File: src/rtl/tmr_pkg.sv
package tmr_pkg;

    typedef enum logic [1:0] {
        ADDR_CTRL = 2'd0,
        ADDR_CNT  = 2'd1,
        ADDR_PER  = 2'd2,
        ADDR_RSV  = 2'd3
    } tmr_addr_e;

    // Packed control byte, bit 7 unused: {post_m1[6:3], run[2], pre_sel[1:0]}
    typedef struct packed {
        logic [3:0] post_m1;
        logic       run;
        logic [1:0] pre_sel;
    } tmr_ctrl_t;

    localparam int unsigned CTRL_W = $bits(tmr_ctrl_t);

endpackage

File: src/rtl/tmr_prescaler.sv
module tmr_prescaler #(
    parameter int unsigned TICK_DIV = 4,
    parameter int unsigned PRE_MID  = 4,
    parameter int unsigned PRE_MAX  = 16
) (
    input  logic       clk_i,
    input  logic       rst_ni,
    input  logic       run_i,
    input  logic       sync_clr_i,
    input  logic [1:0] sel_i,
    output logic       ptick_o
);
    localparam int unsigned DIV_W = (TICK_DIV > 1) ? $clog2(TICK_DIV) : 1;
    localparam int unsigned PRE_W = (PRE_MAX > 1) ? $clog2(PRE_MAX) : 1;

    typedef struct packed {
        logic [DIV_W-1:0] div;
        logic [PRE_W-1:0] pre;
    } pre_st_t;

    pre_st_t st_d, st_q;
    logic [PRE_W-1:0] ratio_m1;
    logic base_tick;
    logic pre_end;

    always_comb begin
        case (sel_i)
            2'b00:   ratio_m1 = '0;
            2'b01:   ratio_m1 = PRE_W'(PRE_MID - 1);
            default: ratio_m1 = PRE_W'(PRE_MAX - 1);
        endcase
    end

    assign base_tick = (st_q.div == DIV_W'(TICK_DIV - 1));
    assign pre_end   = (st_q.pre == ratio_m1);
    assign ptick_o   = run_i && !sync_clr_i && base_tick && pre_end;

    always_comb begin
        st_d = st_q;
        if (sync_clr_i) begin
            st_d = '0;
        end else if (run_i) begin
            st_d.div = base_tick ? '0 : st_q.div + 1'b1;
            if (base_tick) begin
                st_d.pre = pre_end ? '0 : st_q.pre + 1'b1;
            end
        end
    end

    always_ff @(posedge clk_i or negedge rst_ni) begin
        if (!rst_ni) st_q <= '0;
        else         st_q <= st_d;
    end

endmodule

File: src/rtl/tmr_postscaler.sv
module tmr_postscaler #(
    parameter int unsigned POST_W = 4
) (
    input  logic              clk_i,
    input  logic              rst_ni,
    input  logic              sync_clr_i,
    input  logic              step_i,
    input  logic [POST_W-1:0] ratio_m1_i,
    output logic              term_o
);
    typedef struct packed {
        logic [POST_W-1:0] cnt;
    } post_st_t;

    post_st_t st_d, st_q;

    assign term_o = step_i && (st_q.cnt == ratio_m1_i);

    always_comb begin
        st_d = st_q;
        if (sync_clr_i) begin
            st_d.cnt = '0;
        end else if (step_i) begin
            st_d.cnt = term_o ? '0 : st_q.cnt + 1'b1;
        end
    end

    always_ff @(posedge clk_i or negedge rst_ni) begin
        if (!rst_ni) st_q <= '0;
        else         st_q <= st_d;
    end

endmodule

File: src/rtl/tmr_period_timer.sv
module tmr_period_timer
    import tmr_pkg::*;
#(
    parameter int unsigned CNT_W    = 8,
    parameter int unsigned TICK_DIV = 4,
    parameter int unsigned PRE_MID  = 4,
    parameter int unsigned PRE_MAX  = 16
) (
    input  logic             clk_i,
    input  logic             rst_ni,
    input  logic             bus_wr_i,
    input  logic [1:0]       bus_addr_i,
    input  logic [CNT_W-1:0] bus_wdata_i,
    output logic [CNT_W-1:0] bus_rdata_o,
    input  logic             flag_clr_i,
    output logic             flag_o,
    output logic             match_o
);
    localparam int unsigned POST_W = 4;

    typedef struct packed {
        tmr_ctrl_t        ctrl;
        logic [CNT_W-1:0] cnt;
        logic [CNT_W-1:0] per;
        logic             flag;
    } top_st_t;

    top_st_t st_d, st_q;

    logic wr_ctrl, wr_cnt, wr_per;
    logic sync_clr;
    logic run_w, ptick_w, term_w, match_w;
    logic [CNT_W-1:0] cnt_w, per_w;

    assign wr_ctrl  = bus_wr_i && (bus_addr_i == ADDR_CTRL);
    assign wr_cnt   = bus_wr_i && (bus_addr_i == ADDR_CNT);
    assign wr_per   = bus_wr_i && (bus_addr_i == ADDR_PER);
    assign sync_clr = wr_ctrl || wr_cnt;
    assign run_w    = st_q.ctrl.run;
    assign cnt_w    = st_q.cnt;
    assign per_w    = st_q.per;

    tmr_prescaler #(
        .TICK_DIV (TICK_DIV),
        .PRE_MID  (PRE_MID),
        .PRE_MAX  (PRE_MAX)
    ) u_pre (
        .clk_i      (clk_i),
        .rst_ni     (rst_ni),
        .run_i      (run_w),
        .sync_clr_i (sync_clr),
        .sel_i      (st_q.ctrl.pre_sel),
        .ptick_o    (ptick_w)
    );

    assign match_w = ptick_w && (st_q.cnt == st_q.per) && !wr_cnt;
    assign match_o = match_w;

    tmr_postscaler #(
        .POST_W (POST_W)
    ) u_post (
        .clk_i      (clk_i),
        .rst_ni     (rst_ni),
        .sync_clr_i (sync_clr),
        .step_i     (match_w),
        .ratio_m1_i (st_q.ctrl.post_m1),
        .term_o     (term_w)
    );

    always_comb begin
        st_d = st_q;
        if (wr_ctrl) begin
            st_d.ctrl = tmr_ctrl_t'(bus_wdata_i[CTRL_W-1:0]);
        end
        if (wr_per) begin
            st_d.per = bus_wdata_i;
        end
        if (wr_cnt) begin
            st_d.cnt = bus_wdata_i;
        end else if (ptick_w) begin
            st_d.cnt = match_w ? '0 : st_q.cnt + 1'b1;
        end
        // a terminal event wins over a software clear
        if (term_w)          st_d.flag = 1'b1;
        else if (flag_clr_i) st_d.flag = 1'b0;
    end

    always_ff @(posedge clk_i or negedge rst_ni) begin
        if (!rst_ni) begin
            st_q      <= '0;
            st_q.per  <= '1;
        end else begin
            st_q <= st_d;
        end
    end

    always_comb begin
        case (bus_addr_i)
            ADDR_CTRL: bus_rdata_o = CNT_W'(st_q.ctrl);
            ADDR_CNT:  bus_rdata_o = st_q.cnt;
            ADDR_PER:  bus_rdata_o = st_q.per;
            default:   bus_rdata_o = '0;
        endcase
    end

    assign flag_o = st_q.flag;

endmodule

File: config.mk
export PLATFORM = sky130hd
export DESIGN_NAME = tmr_period_timer
export DESIGN_NICKNAME = d
export VERILOG_FILES = /design/src/rtl/tmr_pkg.sv /design/src/rtl/tmr_prescaler.sv /design/src/rtl/tmr_postscaler.sv /design/src/rtl/tmr_period_timer.sv
export SDC_FILE = /design/constraint.sdc
export NUM_CORES = 1
export LEC_CHECK = 0
export BUFFER_PORTS_ARGS = -buffer_cell sky130_fd_sc_hd__buf_2
export CELL_PAD_IN_SITES_DETAIL_PLACEMENT = 1
export CELL_PAD_IN_SITES_GLOBAL_PLACEMENT = 2
export CORE_AREA = 10 10 78 93
export CTS_CLUSTER_DIAMETER = 80
export DETAILED_ROUTE_END_ITERATION = 16
export DIE_AREA = 0 0 88 103
export PLACE_DENSITY = 0.85
export SETUP_SLACK_MARGIN = 0.02
export SLEW_MARGIN = 20
export SYNTH_ARGS = -nofsm -noshare
export SYNTH_HDL_FRONTEND = slang
export SYNTH_SLANG_ARGS = --single-unit
export TNS_END_PERCENT = 1
File: constraint.sdc
create_clock -name clk_i -period 2.4 [get_ports clk_i]
set_input_delay 0.12 -clock clk_i [delete_from_list [all_inputs] [get_ports clk_i]]
set_output_delay 0.12 -clock clk_i [all_outputs]
set_load 0.03 [all_outputs]
# Yosys cells after proc, flatten, opt, wreduce, memory -nomap -nowiden

Cells that the tools add are included.

Bits in registers: 34
Bits of input ports: 14

Add/subtract/negate cells: 4
Equal/unequal tests: 7
Muxes and demuxes: 15
Reduce and logical (&&, ||, !) cells: 20

Operators by type and width:

| cell                                                | count |
|---|---|
| 2-to-1 mux 8 bit                                    | 3 |
| case mux 8 bit (3 select lines)                     | 1 |
| 2-to-1 mux 4 bit                                    | 5 |
| 2-to-1 mux 6 bit                                    | 2 |
| nonzero test 2 bit                                  | 5 |
| logical AND 1 bit                                   | 9 |
| adder 4 x 1 -> 4 bit, second input constant         | 2 |
| adder 8 x 1 -> 8 bit, second input constant         | 1 |
| equality test 4 bit                                 | 2 |
| equality test 8 bit                                 | 1 |
| case mux 4 bit (2 select lines)                     | 1 |
| equality test 2 x 1 -> 1 bit, second input constant | 2 |
| equality test 2 bit, second input constant          | 2 |
| logical NOT 2 bit                                   | 2 |
| adder 2 x 1 -> 2 bit, second input constant         | 1 |
| logical NOT 1 bit                                   | 2 |
| 2-to-1 mux 1 bit                                    | 2 |
| 2-to-1 mux 2 bit                                    | 1 |
| AND reduction 2 bit                                 | 1 |
| logical OR 1 bit                                    | 1 |

# Depth between registers and ports, before layout

Depth in word-level cells: 13
Gate-level depth with buffers: 8
Mapped depth without buffers: 6

# Modules after synthesis

A second synthesis with hierarchy kept.

Cells, all modules: 195
Area total of the unflattened synthesis: 2026.9 sq um

By module, submodules not included:

| module           | times used | cells each | area each (sq um) |
|---|---|---|---|
| tmr_period_timer | 1          | 130        | 1402.6 |
| tmr_prescaler    | 1          | 39         | 354.1 |
| tmr_postscaler   | 1          | 26         | 270.3 |

# Worst setup path after synthesis

OpenSTA, ideal clock, no wires.

Path kind: register -> output
From: register st_q, in the netlist per_w[2]
To: output match_o
Arrival: 2480 ps
Required time: 2280 ps
Path slack: -200 ps
Stages on the path, launching flop included: 4
Path buffers: 0
Cells stage by stage: dfstp_2 > xnor2_1 > nand4_1 > a2111oi_0

Word-level cells in the longest chain between the ends: 3

RTL lines:

| what                            | RTL line               | text |
|---|---|---|
| start, declared                 | tmr_period_timer.sv:28 | `top_st_t st_d, st_q;` |
| start signal, assigned          | tmr_period_timer.sv:93 | `st_q <= st_d;` |
| equality test 8 bit             | tmr_period_timer.sv:56 | `assign match_w = ptick_w && (st_q.cnt == st_q.per) && !wr_cnt;` |
| logical AND 1 bit (2 in series) | tmr_period_timer.sv:56 |  |
| end, declared                   | tmr_period_timer.sv:17 | `output logic match_o` |

No other way between the ends.

# Worst setup path in the final report

From: register st_q, in the netlist per_w[0]
To: output match_o

The elaborated chain is that of the path after synthesis.

==> results.sh <==
export IMPL_outcome="finished clean"
export IMPL_yosys_most_used_dff="dfrtp_1"
export IMPL_required_ns=2.28
export IMPL_grt_first_pass_wirelength_mm=8.87
export IMPL_cts_resized=0
export IMPL_synth_area_leader_cell="dfrtp_1"
export IMPL_ys_seq_area_frac=0.426
export IMPL_die_x_um=88
export IMPL_grt_ovfl_total=0
export IMPL_crit_slowest_cell="dfstp_2"
export IMPL_grt_pass1_vias=1744
export IMPL_critical_path_class="reg2out"
export IMPL_period_minus_slack_ns=2.20
export IMPL_min_path_type="in2reg"
export IMPL_gp_congestion=0.753
export IMPL_r2r_start="per_w[0]"
export IMPL_hpwl_mm=3.94
export IMPL_regToRegSetupSlack_ns=0.32
export IMPL_yosys_warnings=0
export IMPL_viasPerCell=5.58
export IMPL_totalWireLength_mm=5.31
export IMPL_regToRegEndpoint="u_post.st_q[3]"
export IMPL_cts_buffers=5
export IMPL_drive_above_1_share=0.305
export IMPL_cp_arrival_ns=2.08
export IMPL_syn_to_final_growth_pct=13.2
export IMPL_worstMarginPinSlew_ns=0.793
export IMPL_synth_nets=205
export IMPL_slew_viol_final=0
export IMPL_max_cap_violations=0
export IMPL_synth_edff_count=0
export IMPL_cts_buffer_depth=2
export IMPL_dr_pass1_iters=4
export IMPL_die_h_um=103
export IMPL_cts_hold_buffers=1
export IMPL_finalSetupTns_ns=0
export IMPL_synth_most_common_cell="dfrtp_1"
export IMPL_core_area_sq_um=5520
export IMPL_grt_start_max_net_pins=35
export IMPL_ys_ff_latch=34
export IMPL_syn_inst=187
export IMPL_synth_area_leaders="dfrtp_1 (32%), dfstp_2 (10%), mux2_2 (8.4%), xnor2_1 (5.2%), mux2i_1 (4.5%)"
export IMPL_initial_core_util=0.366
export IMPL_drt_iter0_markers=93
export IMPL_cts_sink_count=34
export IMPL_skew_ns=0.00914
export IMPL_fin_nets=230
export IMPL_top_usage_layer="met2"
export IMPL_grt_use_total=0.125
export IMPL_max_slew_margin=0.471
export IMPL_syn_area_sq_um=2020
export IMPL_slowest_delay_ns=0.56
export IMPL_grt_setup_unrepaired="false"
export IMPL_io_buffers=23
export IMPL_path_clk_slew_ns=0.07
export IMPL_crit_buf_inv=1
export IMPL_rows=30
export IMPL_ir_worst_vdd_mv=0.246
export IMPL_antennaDiodeCount=0
export IMPL_crit_path_cell_trace="xnor2_1, nand4_1, a2111oi_1, buf_2"
export IMPL_async_flop_share=1.00
export IMPL_yosysTopAreaCellShare=0.322
export IMPL_met1_usage=0.145
export IMPL_hold_viol=0
export IMPL_power_w=0.00176
export IMPL_cp_start_kind="register"
export IMPL_ys_top_cells_by_count="dfrtp_1 (26), nand2_1 (17), mux2_2 (15)"
export IMPL_ys_types=41
export IMPL_clock_root_buffer="clkbuf_8"
export IMPL_endpoint="match_o"
export IMPL_cts_tree="done"
export IMPL_critPathMaxFanout=3
export IMPL_synth_avg_cell_area_sq_um=10.8
export IMPL_reg2regPathDepth=5
export IMPL_htreeDepth=2
export IMPL_vias=1545
export IMPL_timing_fmax_ghz=0.455
export IMPL_hold_depth=2
export IMPL_antenna_found_initial=0
export IMPL_fp_dieArea_sq_um=9060
export IMPL_clkLatencyLatePin_ns=0.29
export IMPL_leakage_nw=0.985
export IMPL_post_cts_setup_buffer_count=0
export IMPL_crit_cells=4
export IMPL_met2_usage=0.218
export IMPL_setup_violations=0
export IMPL_drcViolationCount=0
export IMPL_cp_top_family="flip-flops"
export IMPL_crit_path_end_kind="primary output"
export IMPL_power_density_nw_per_um2=770
export IMPL_ant_nets=0
export IMPL_crit_start="per_w[0]"
export IMPL_timing_final_crit_share=0.916
export IMPL_io_pins=24
export IMPL_use_met3=0.0324
export IMPL_wl_per_cell_um=19.2
[how the worst min path moves through the flow]
stage	start	endpoint	slack [ns]
global route	flag_clr_i	flag_o	0.008
detailed placement	rst_ni	cnt_w[4]	0.25
CTS	flag_clr_i	flag_o	0.003
finish	flag_clr_i	flag_o	0.006
global placement	rst_ni	st_q[21]	0.25
floorplan	rst_ni	cnt_w[0]	-0.18
[area by class of cell]
cell class,instances,area [sq um]
fillers,620,3230
inverters,1,3.75
clock buffers,8,90.1
well taps,64,80.1
repair buffers,28,155
multi-input cells,142,1100
flip-flops and latches,34,861
[registers in the layout, summed over array words and instances (netlist names)]
signal and flops:
st_q 6, per_w 8, u_pre.st_q 6, run_w 1
flag_o 1, cnt_w 8, u_post.st_q 4
[layer usage]
layer  routed length (um)  vias up
met5                    0        -
met4                   66        0
met3                  212        6
met2                 2770       24
met1                 2260      790
li1                     -      725
[power breakdown]
group	internal (W)	switching, W	total (W)
logic	0.000231	0.000251	0.000482
registers	0.000695	0.000146	0.000841
clock network	0.000234	0.000206	0.000440
[cell families (layout without fill, tap and decap cells)]
group	Yosys count	in the layout	share of synthesized area
xor gates and xnor gates	20	20	0.0903
adders and majority gates	4	4	0.0248
muxes	24	24	0.128
AOI/OAI and AO/OA	32	32	0.129
buffers and inverters	11	37	0.0316
DFF	34	34	0.426
and+or+nand+nor	62	62	0.170
[worst reg2reg max path, cell delays in order, from the launching register on]
cell and delay (ns):
dfstp_2 0.56, xnor2_1 0.14, nand4_1 0.28, a2111oi_4 0.60, o21ai_2 0.12, a32o_1 0.27
[placed cells by master (no fill, tap or decap), types with 6 or more instances in the layout]
cell type	count
a221o_1	8
clkbuf_8	6
and3_1	6
buf_2	23
xor2_1	7
mux2i_1	9
mux2_2	15
o21ai_0	12
dfstp_2	8
nor2_1	7
nand2_1	17
xnor2_1	12
dfrtp_1	26
nor3_1	9
nand3_1	6
[through the flow]
stage / worst slack (ns) / utilization / hold slack (ns) / instance area (sq um) / std cells
floorplan: 0.194 / - / -0.176 / 2020 / 187
global placement: 0.411 / 0.397 / 0.249 / 2190 / 268
detailed placement: 0.369 / 0.397 / 0.254 / 2190 / 268
CTS: 0.167 / 0.415 / 0.00286 / 2290 / 277
global route: 0.0798 / 0.415 / 0.00767 / 2290 / 277
finish: 0.202 / 0.415 / 0.00601 / 2290 / 277
Power figures use the tool's default switching activity.
